### src/rtl/sdclk_pkg.sv
package sdclk_pkg;
  typedef enum logic [1:0] {
    MODE_OFF = 2'd0,
    MODE_DIV = 2'd1,
    MODE_BYP = 2'd2
  } clk_mode_e;
endpackage

### src/rtl/sdclk_rst_sync.sv
module sdclk_rst_sync (
  input  logic clk,
  input  logic rst_n_in,
  output logic rst_n_out
);
  logic stage1_q, stage2_q;

  always_ff @(posedge clk or negedge rst_n_in) begin
    if (!rst_n_in) begin
      stage1_q <= 1'b0;
      stage2_q <= 1'b0;
    end else begin
      stage1_q <= 1'b1;
      stage2_q <= stage1_q;
    end
  end

  assign rst_n_out = stage2_q;
endmodule

### src/rtl/sdclk_sel_decode.sv
module sdclk_sel_decode #(
  parameter int SEL_W = 8,
  parameter int CNT_W = SEL_W
) (
  input  logic [SEL_W-1:0] sel_byte,
  output logic [CNT_W-1:0] half_last
);
  // half period = 2^(msb+1) host cycles, or 1 for a zero byte; later bits override
  always_comb begin
    half_last = '0;
    for (int i = 0; i < SEL_W; i++) begin
      if (sel_byte[i]) begin
        for (int j = 0; j < CNT_W; j++) begin
          half_last[j] = (j <= i);
        end
      end
    end
  end
endmodule

### src/rtl/sdclk_div_core.sv
module sdclk_div_core
  import sdclk_pkg::*;
#(
  parameter int CNT_W = 8
) (
  input  logic             clk,
  input  logic             rst_n,
  input  logic             req_en,
  input  logic             req_byp,
  input  logic [CNT_W-1:0] req_last,
  output logic             div_clk,
  output logic             byp_on,
  output logic             running
);
  clk_mode_e        mode_q, mode_n, req_mode;
  logic [CNT_W-1:0] last_q;
  logic [CNT_W-1:0] cnt_q, cnt_n;
  logic             div_q, div_n;
  logic             upd;

  always_comb begin
    if (!req_en)      req_mode = MODE_OFF;
    else if (req_byp) req_mode = MODE_BYP;
    else              req_mode = MODE_DIV;
  end

  // settings are taken only when the output is low and a low phase ends
  assign upd = !div_q && ((mode_q != MODE_DIV) || (cnt_q == last_q));

  always_comb begin
    mode_n = mode_q;
    cnt_n  = cnt_q;
    div_n  = div_q;
    if (upd) begin
      mode_n = req_mode;
      cnt_n  = '0;
      div_n  = (req_mode == MODE_DIV) && (mode_q != MODE_BYP);
    end else if (mode_q == MODE_DIV) begin
      if (cnt_q == last_q) begin
        cnt_n = '0;
        div_n = !div_q;
      end else begin
        cnt_n = cnt_q + CNT_W'(1);
      end
    end
  end

  always_ff @(posedge clk or negedge rst_n) begin
    if (!rst_n) begin
      mode_q <= MODE_OFF;
      last_q <= '0;
    end else if (upd) begin
      mode_q <= mode_n;
      last_q <= req_last;
    end
  end

  always_ff @(posedge clk or negedge rst_n) begin
    if (!rst_n) begin
      cnt_q <= '0;
      div_q <= 1'b0;
    end else begin
      cnt_q <= cnt_n;
      div_q <= div_n;
    end
  end

  assign div_clk = div_q;
  assign byp_on  = (mode_q == MODE_BYP);
  assign running = (mode_q != MODE_OFF);


  cfg_hold_chk: assert property (@(posedge clk) disable iff (!rst_n)
    !$stable(last_q) |-> !$past(div_q));


  half_len_chk: assert property (@(posedge clk) disable iff (!rst_n)
    (mode_q == MODE_DIV && div_q && cnt_q != last_q) |=> div_q);


  off_low_chk: assert property (@(posedge clk) disable iff (!rst_n)
    (mode_q == MODE_OFF) |-> !div_q);
endmodule

### src/rtl/sdclk_byp_gate.sv
module sdclk_byp_gate (
  input  logic clk,
  input  logic rst_n,
  input  logic byp_on,
  output logic gated_clk,
  output logic gate_open
);
  logic gate_q;

  // enable captured while the host clock is low, so the AND cannot glitch
  always_ff @(negedge clk or negedge rst_n) begin
    if (!rst_n) gate_q <= 1'b0;
    else        gate_q <= byp_on;
  end

  assign gated_clk = clk & gate_q;
  assign gate_open = gate_q;
endmodule

### src/rtl/sdclk_gen.sv
module sdclk_gen #(
  parameter int SEL_W = 8
) (
  input  logic         hclk,
  input  logic         rst_n,
  input  logic [SEL_W:0] clk_ctl,
  input  logic         bypass_sel,
  input  logic         wait_ctl_en,
  output logic         card_clk,
  output logic         wait_gate
);
  localparam int CNT_W = SEL_W;

  logic             rst_sync_n;
  logic [CNT_W-1:0] req_last;
  logic             div_clk, byp_on, running;
  logic             byp_clk, gate_open;
  logic             wait_q, wait_n;

  sdclk_rst_sync i_rst (
    .clk       (hclk),
    .rst_n_in  (rst_n),
    .rst_n_out (rst_sync_n)
  );

  sdclk_sel_decode #(.SEL_W(SEL_W), .CNT_W(CNT_W)) i_dec (
    .sel_byte  (clk_ctl[SEL_W-1:0]),
    .half_last (req_last)
  );

  sdclk_div_core #(.CNT_W(CNT_W)) i_core (
    .clk      (hclk),
    .rst_n    (rst_sync_n),
    .req_en   (clk_ctl[SEL_W]),
    .req_byp  (bypass_sel),
    .req_last (req_last),
    .div_clk  (div_clk),
    .byp_on   (byp_on),
    .running  (running)
  );

  sdclk_byp_gate i_gate (
    .clk       (hclk),
    .rst_n     (rst_sync_n),
    .byp_on    (byp_on),
    .gated_clk (byp_clk),
    .gate_open (gate_open)
  );

  // wait gate: on after the clock runs, off as soon as the enable bit drops
  assign wait_n = wait_ctl_en & clk_ctl[SEL_W] & running;

  always_ff @(posedge hclk or negedge rst_sync_n) begin
    if (!rst_sync_n) wait_q <= 1'b0;
    else             wait_q <= wait_n;
  end

  assign card_clk  = div_clk | byp_clk;
  assign wait_gate = wait_q;


  byp_excl_chk: assert property (@(posedge hclk) disable iff (!rst_sync_n)
    gate_open |-> !div_clk);


  wait_order_chk: assert property (@(posedge hclk) disable iff (!rst_sync_n)
    wait_q |-> running);


  wait_drop_chk: assert property (@(posedge hclk) disable iff (!rst_sync_n)
    $past(!clk_ctl[SEL_W]) |-> !wait_q);
endmodule

### config.mk
export PLATFORM = sky130hd
export DESIGN_NAME = sdclk_gen
export DESIGN_NICKNAME = d
export VERILOG_FILES = /design/src/rtl/sdclk_pkg.sv /design/src/rtl/sdclk_rst_sync.sv /design/src/rtl/sdclk_sel_decode.sv /design/src/rtl/sdclk_div_core.sv /design/src/rtl/sdclk_byp_gate.sv /design/src/rtl/sdclk_gen.sv
export SDC_FILE = /design/constraint.sdc
export NUM_CORES = 1
export LEC_CHECK = 0
export BUFFER_PORTS_ARGS = -buffer_cell sky130_fd_sc_hd__buf_4
export CORE_AREA = 2 2 50 52
export CTS_CLUSTER_DIAMETER = 40
export CTS_CLUSTER_SIZE = 12
export DETAILED_ROUTE_END_ITERATION = 12
export DIE_AREA = 0 0 52 54
export MAX_ROUTING_LAYER = met4
export PLACE_DENSITY_LB_ADDON = 0.12
export SLEW_MARGIN = 0
export SYNTH_ARGS = -nofsm -noshare
export SYNTH_HDL_FRONTEND = slang
export SYNTH_HIERARCHICAL = 1
export SYNTH_SLANG_ARGS = --single-unit
### constraint.sdc
create_clock -name hclk -period 1.2 [get_ports hclk]
set_input_delay 0.06 -clock hclk [delete_from_list [all_inputs] [get_ports hclk]]
set_output_delay 0.06 -clock hclk [all_outputs]
set_load 0.1 [all_outputs]
# [After elaboration in Yosys (flattened, before gate mapping)]
# Index checks and enable logic that the tools add are counted.
[totals] regBits=23 inputBits=13 output_inout_bits=2 wordCells=43
[op_classes] addsub=1 eq_ne=6 muxes=16 bitwise=4 reduce_logical=8
[ops] cell="8-bit 2-to-1 mux" count=4
[ops] cell="8-bit by 1-bit adder with 8-bit output (second input constant)" count=1
[ops] cell="8-bit == test" count=1
[ops] cell="7-bit 2-to-1 mux" count=1
[ops] cell="2-bit 2-to-1 mux" count=3
[ops] cell="6-bit 2-to-1 mux" count=1
[ops] cell="2-bit nonzero test" count=3
[ops] cell="5-bit 2-to-1 mux" count=1
[ops] cell="2-bit by 1-bit == test with 1-bit output (second input constant)" count=2
[ops] cell="1-bit 2-to-1 mux" count=4
[ops] cell="4-bit 2-to-1 mux" count=1
[ops] cell="1-bit AND" count=3
[ops] cell="3-bit 2-to-1 mux" count=1
[ops] cell="2-bit == test (second input constant)" count=1
[ops] cell="1-bit logical AND" count=2
[ops] cell="2-bit by 1-bit inequality test with 1-bit output (second input constant)" count=1
[ops] cell="2-bit inequality test (second input constant)" count=1
[ops] cell="2-bit AND reduction" count=1
[ops] cell="1-bit logical NOT" count=1
[ops] cell="1-bit logical OR" count=1
[ops] cell="1-bit OR" count=1

# [Longest topological paths before layout]
[logic_depth] depth_word=8 ltp_mapped=5 mapped_depth_nobuf=5

# [Hierarchy]
# Netlist, hierarchy kept.
[modules_own_cells] mod="sdclk_div_core" n_inst=1 cells_per_inst=122 area_each_um2=1111.1 seq_area_each_um2=475.5
[modules_own_cells] mod="sdclk_sel_decode" n_inst=1 cells_per_inst=11 area_each_um2=76.3 seq_area_each_um2=0.0
[modules_own_cells] mod="sdclk_rst_sync" n_inst=1 cells_per_inst=3 area_each_um2=53.8 seq_area_each_um2=50.0
[modules_own_cells] mod="sdclk_gen" n_inst=1 cells_per_inst=3 area_each_um2=37.5 seq_area_each_um2=25.0
[modules_own_cells] mod="sdclk_byp_gate" n_inst=1 cells_per_inst=2 area_each_um2=31.3 seq_area_each_um2=25.0

==> impl_results.html <==
<table>
<tr><th>Metric</th><th>Value</th></tr>
<tr><th colspan="2">Outcome</th></tr>
<tr><td>Outcome</td><td>finished, violations left</td></tr>
<tr><td>Violations in the final reports</td><td>setup timing</td></tr>
<tr><th colspan="2">Pwr</th></tr>
<tr><td>Switching power summed over all nets</td><td>approximately 0.0018 W</td></tr>
<tr><td>Sequential power share</td><td>between 30 and 40%</td></tr>
<tr><td>Total leakage power</td><td>around 0.86 nW</td></tr>
<tr><td>Power density of the placed cells</td><td>between 2000 and 2500 nW/um2</td></tr>
<tr><td>Proportion of power drawn by the clock network</td><td>between 15 and 20%</td></tr>
<tr><td>Gate power share</td><td>54.4%</td></tr>
<tr><td>Max rail drop VDD</td><td>0.00162 V</td></tr>
<tr><td>Sw frac</td><td>between 40% and 50%</td></tr>
<tr><td>Internal Power</td><td>between 0.002 and 0.003 W</td></tr>
<tr><th colspan="2">Route</th></tr>
<tr><td>Total number of vias</td><td>between 1,000 and 1,500</td></tr>
<tr><td>Wire length per cell after detailed routing</td><td>around 18 um</td></tr>
<tr><td>DR DRC count</td><td>0</td></tr>
<tr><td>Number of iterations in the first detailed-routing pass</td><td>4</td></tr>
<tr><td>Post-detailed-route count of antenna-violating nets</td><td>0</td></tr>
<tr><td>Via density</td><td>roughly 6</td></tr>
<tr><td>Final Routed Wirelength</td><td>4140 um</td></tr>
<tr><td>1st-iter DRT viols</td><td>58</td></tr>
<tr><th colspan="2">Global routing</th></tr>
<tr><td>Pin count of the biggest net entering global routing</td><td>21</td></tr>
<tr><td>Vias in the first global route</td><td>~1,300</td></tr>
<tr><td>Aggregate global routing overflow</td><td>0</td></tr>
<tr><td>First-pass GRT wire length</td><td>~5800 um</td></tr>
<tr><td>Overall fraction of global-route tracks in use</td><td>between 30 and 40%</td></tr>
<tr><td>Initial antenna violation count</td><td>0</td></tr>
<tr><th colspan="2">Clocking</th></tr>
<tr><td>Clock transition at path regs</td><td>~140 ps</td></tr>
<tr><td>CTS tree</td><td>done</td></tr>
<tr><td>Worst-Skew Late Latency</td><td>430 ps</td></tr>
<tr><th colspan="2">Worst hold path</th></tr>
<tr><td>Path type of the worst min-delay path</td><td>primary input to flop</td></tr>
<tr><th colspan="2">STA</th></tr>
<tr><td>Final Hold Vio Count</td><td>0</td></tr>
<tr><td>Final critical-path setup slack</td><td>-783 ps</td></tr>
<tr><td>Setup-violating endpoint count in the final report</td><td>23</td></tr>
<tr><td>Max-slew violation count</td><td>0</td></tr>
<tr><td>Post-Route Skew</td><td>15.1 ps</td></tr>
<tr><td>Unrepaired setup endpoints after global routing</td><td>yes</td></tr>
<tr><th colspan="2">Worst setup path</th></tr>
<tr><td>Critical path's largest stage delay</td><td>340 ps</td></tr>
<tr><td>Category of cells accounting for the largest share of critical-path delay</td><td>simple AND/OR/NAND/NOR gates</td></tr>
<tr><td>Startpoint Class</td><td>flop</td></tr>
<tr><td>Endpoint kind of the worst setup timing path</td><td>primary output</td></tr>
<tr><td>Critical Path, Cell by Cell</td><td>and2_1, or2_4, buf_12</td></tr>
<tr><td>Critical path class</td><td>flop to primary output</td></tr>
<tr><td>Critical path arrival</td><td>between 1500 and 2000 ps</td></tr>
<tr><td>Worst-path fanout max</td><td>1</td></tr>
<tr><td>Required time worst endpoint</td><td>between 1000 and 1500 ps</td></tr>
<tr><td>Critical path's slowest cell</td><td>sky130_fd_sc_hd__dfrtn_1</td></tr>
<tr><td>Sum of buffers and inverters on the critical path</td><td>1</td></tr>
<tr><th colspan="2">Die</th></tr>
<tr><td>Die width</td><td>around 52 um</td></tr>
<tr><td>Num rows</td><td>18</td></tr>
<tr><td>Die height</td><td>roughly 54 um</td></tr>
<tr><td>IO Count</td><td>15</td></tr>
<tr><td>Core Region</td><td>2320 um2</td></tr>
<tr><td>Die ar.</td><td>roughly 2800 um2</td></tr>
<tr><td>Initial standard-cell utilization of the core</td><td>between 50 and 60%</td></tr>
<tr><th colspan="2">Synth</th></tr>
<tr><td>Gate count after technology mapping</td><td>~140</td></tr>
<tr><td>Warnings from Yosys</td><td>6</td></tr>
<tr><td>Average footprint of a synthesized cell</td><td>between 9 and 10 um2</td></tr>
<tr><td>Number of enable-type register cells in the synthesized netlist</td><td>0</td></tr>
<tr><td>Number of register bits inferred by synthesis</td><td>23</td></tr>
<tr><td>Number of distinct standard cells referenced by the synthesized netlist</td><td>39</td></tr>
<tr><td>Main flop type after synthesis</td><td>sky130_fd_sc_hd__dfrtp_1</td></tr>
<tr><td>Post-Synthesis Net Count</td><td>roughly 160</td></tr>
<tr><td>Cell area after synthesis</td><td>1310 um2</td></tr>
<tr><td>Post-synthesis async set-or-reset flop share</td><td>100%</td></tr>
<tr><td>Fraction of the yosys area taken by sequential cells</td><td>43.9%</td></tr>
<tr><th colspan="2">Placement</th></tr>
<tr><td># port buffers</td><td>14</td></tr>
<tr><td>Placement-stage worst setup slack</td><td>-335 ps</td></tr>
<tr><td>Instance area after placement</td><td>~1700 um2</td></tr>
<tr><td>Detailed Place HPWL</td><td>~2300 um</td></tr>
<tr><td>Routability Congestion</td><td>0.807</td></tr>
<tr><th colspan="2">Finish</th></tr>
<tr><td>Nets</td><td>about 210</td></tr>
<tr><td>Antenna diode count</td><td>0</td></tr>
<tr><td>Fraction of layout instances using a drive strength above 1</td><td>45.7%</td></tr>
<tr><td>Cell area after layout</td><td>approximately 2000 um2</td></tr>
<tr><td>Area grow syn2layout</td><td>52.1%</td></tr>
<tr><th colspan="2">Flow run</th></tr>
<tr><td>Maximum capacitance violations</td><td>0</td></tr>
</table>
-- sequential cells by signal (all words and copies together), names as in the netlist --
name	flops
i_core/cnt_q	8
i_core/mode_q	2
i_core/last_q	8
i_rst/stage1_q	1
i_rst/rst_n_out	1
i_core/div_clk	1
wait_gate	1
i_gate/gate_open	1
-- final timing paths --
path                                   from          endpoint  slack [ps]  cells after the start
hold reg to reg             i_rst/rst_n_out   i_core/cnt_q[5]         270                      1
setup reg to reg            i_core/cnt_q[4]  i_core/last_q[3]        -290                      5
max in group asynchronous   i_rst/rst_n_out  i_gate/gate_open         530                      0
hold / removal                   clk_ctl[4]  i_core/last_q[4]          20                      5
setup / recovery           i_gate/gate_open          card_clk        -780                      3
min in group asynchronous   i_rst/rst_n_out   i_core/cnt_q[5]         270                      1
-- power groups by stage --
stage               Clock [W]  Combinational, W  Sequential, W
global placement    0.0000963           0.00177        0.00126
global route         0.000695           0.00253        0.00132
detailed placement  0.0000963           0.00184        0.00127
CTS                  0.000663           0.00203        0.00127
finish               0.000656           0.00234        0.00130
floorplan           0.0000539           0.00101        0.00131
-- worst reg2reg max path, cell delays in order (launching register included) --
cell and delay, ps:
sky130_fd_sc_hd__dfrtp_1 460, sky130_fd_sc_hd__xnor2_2 260, sky130_fd_sc_hd__nand4_4 180, sky130_fd_sc_hd__buf_6 180, sky130_fd_sc_hd__o211ai_1 170, sky130_fd_sc_hd__o211ai_1 110
-- through the flow --
step                cells  util [%]  setup TNS [ps]  total power (W)  hold slack [ps]
finish                229      85.9           -5700          0.00429             16.3
global placement      210      72.7           -3700          0.00313             -157
global route          229      85.9           -6580          0.00454             33.9
detailed placement    210      72.7           -4580          0.00320             -156
floorplan             141         -           -2290          0.00237             -236
CTS                   227      81.8           -5440          0.00396             14.0
-- final cells by class --
class	instances	area, um2
sequential	23	577
multi-input combinational	109	837
clock buffer	8	68.8
inverter	3	11.3
fill	124	328
tap	30	37.5
timing repair buffer	56	460
-- routing by layer --
metal | track usage, % | part of all wire, % | vias up
li1 | - | - | 618
met1 | 33.0 | 40 | 659
met2 | 50.4 | 52 | 67
met3 | 7.22 | 6.0 | 19
met4 | 17.1 | 2.6 | 0
met5 | - | 0 | -
-- timing repair --
item,4_1_cts,5_1_grt
cloned,0,0
setup buffers,3,2
setup endpoints to repair,23,23
endpoints found under the hold margin,6,0
pin swaps,7,11
gates resized for setup,15,16
hold buffers,7,0
-- logic make-up after synthesis --
family / synth area share (%)
adder cells (fa/ha/maj): 0.955
flip-flops: 43.9
other: 0.286
multiplexers: 0.764
buffers and inverters: 3.63
XOR/XNOR: 6.69
AO/OA/AOI/OAI: 19.9
AND/OR/NAND/NOR: 23.9
-- cells in the mapped netlist, drive strengths merged, types with 2 or more instances --
cell type,n,area (um2)
nand2,32,120
dfrtp,22,551
nor3,4,20.0
o21ai,9,48.8
nor2b,2,12.5
nor2,3,11.3
nand3,3,15.0
nand2b,3,18.8
or2,3,18.8
nand4,2,18.8
clkbuf,2,7.51
xnor2,9,78.8
and4,2,22.5
buf,4,28.8
nor4,2,27.5
a21oi,3,26.3
inv,3,11.3
o211ai,19,143
-- cells in the final DEF, fill, tap and decap left out, types with 2 or more instances in the layout --
cell type                       synthesis  routed
sky130_fd_sc_hd__buf_4                  1      43
sky130_fd_sc_hd__nand2_1               32      32
sky130_fd_sc_hd__dfrtp_1               22      21
sky130_fd_sc_hd__o211ai_1              19      19
sky130_fd_sc_hd__xnor2_2                0       8
sky130_fd_sc_hd__dlygate4sd3_1          0       7
sky130_fd_sc_hd__clkbuf_4               0       6
sky130_fd_sc_hd__buf_6                  1       6
sky130_fd_sc_hd__o21ai_2                1       5
sky130_fd_sc_hd__inv_1                  3       3
sky130_fd_sc_hd__nand2b_1               3       3
sky130_fd_sc_hd__or2_2                  2       2
sky130_fd_sc_hd__and4_4                 2       2
sky130_fd_sc_hd__nand3_2                0       2
sky130_fd_sc_hd__o21ai_0                8       2
sky130_fd_sc_hd__nor2_1                 3       2
sky130_fd_sc_hd__o21ai_1                0       2
sky130_fd_sc_hd__nor3_1                 4       2
Note: power is estimated with default switching activity, not from simulation.
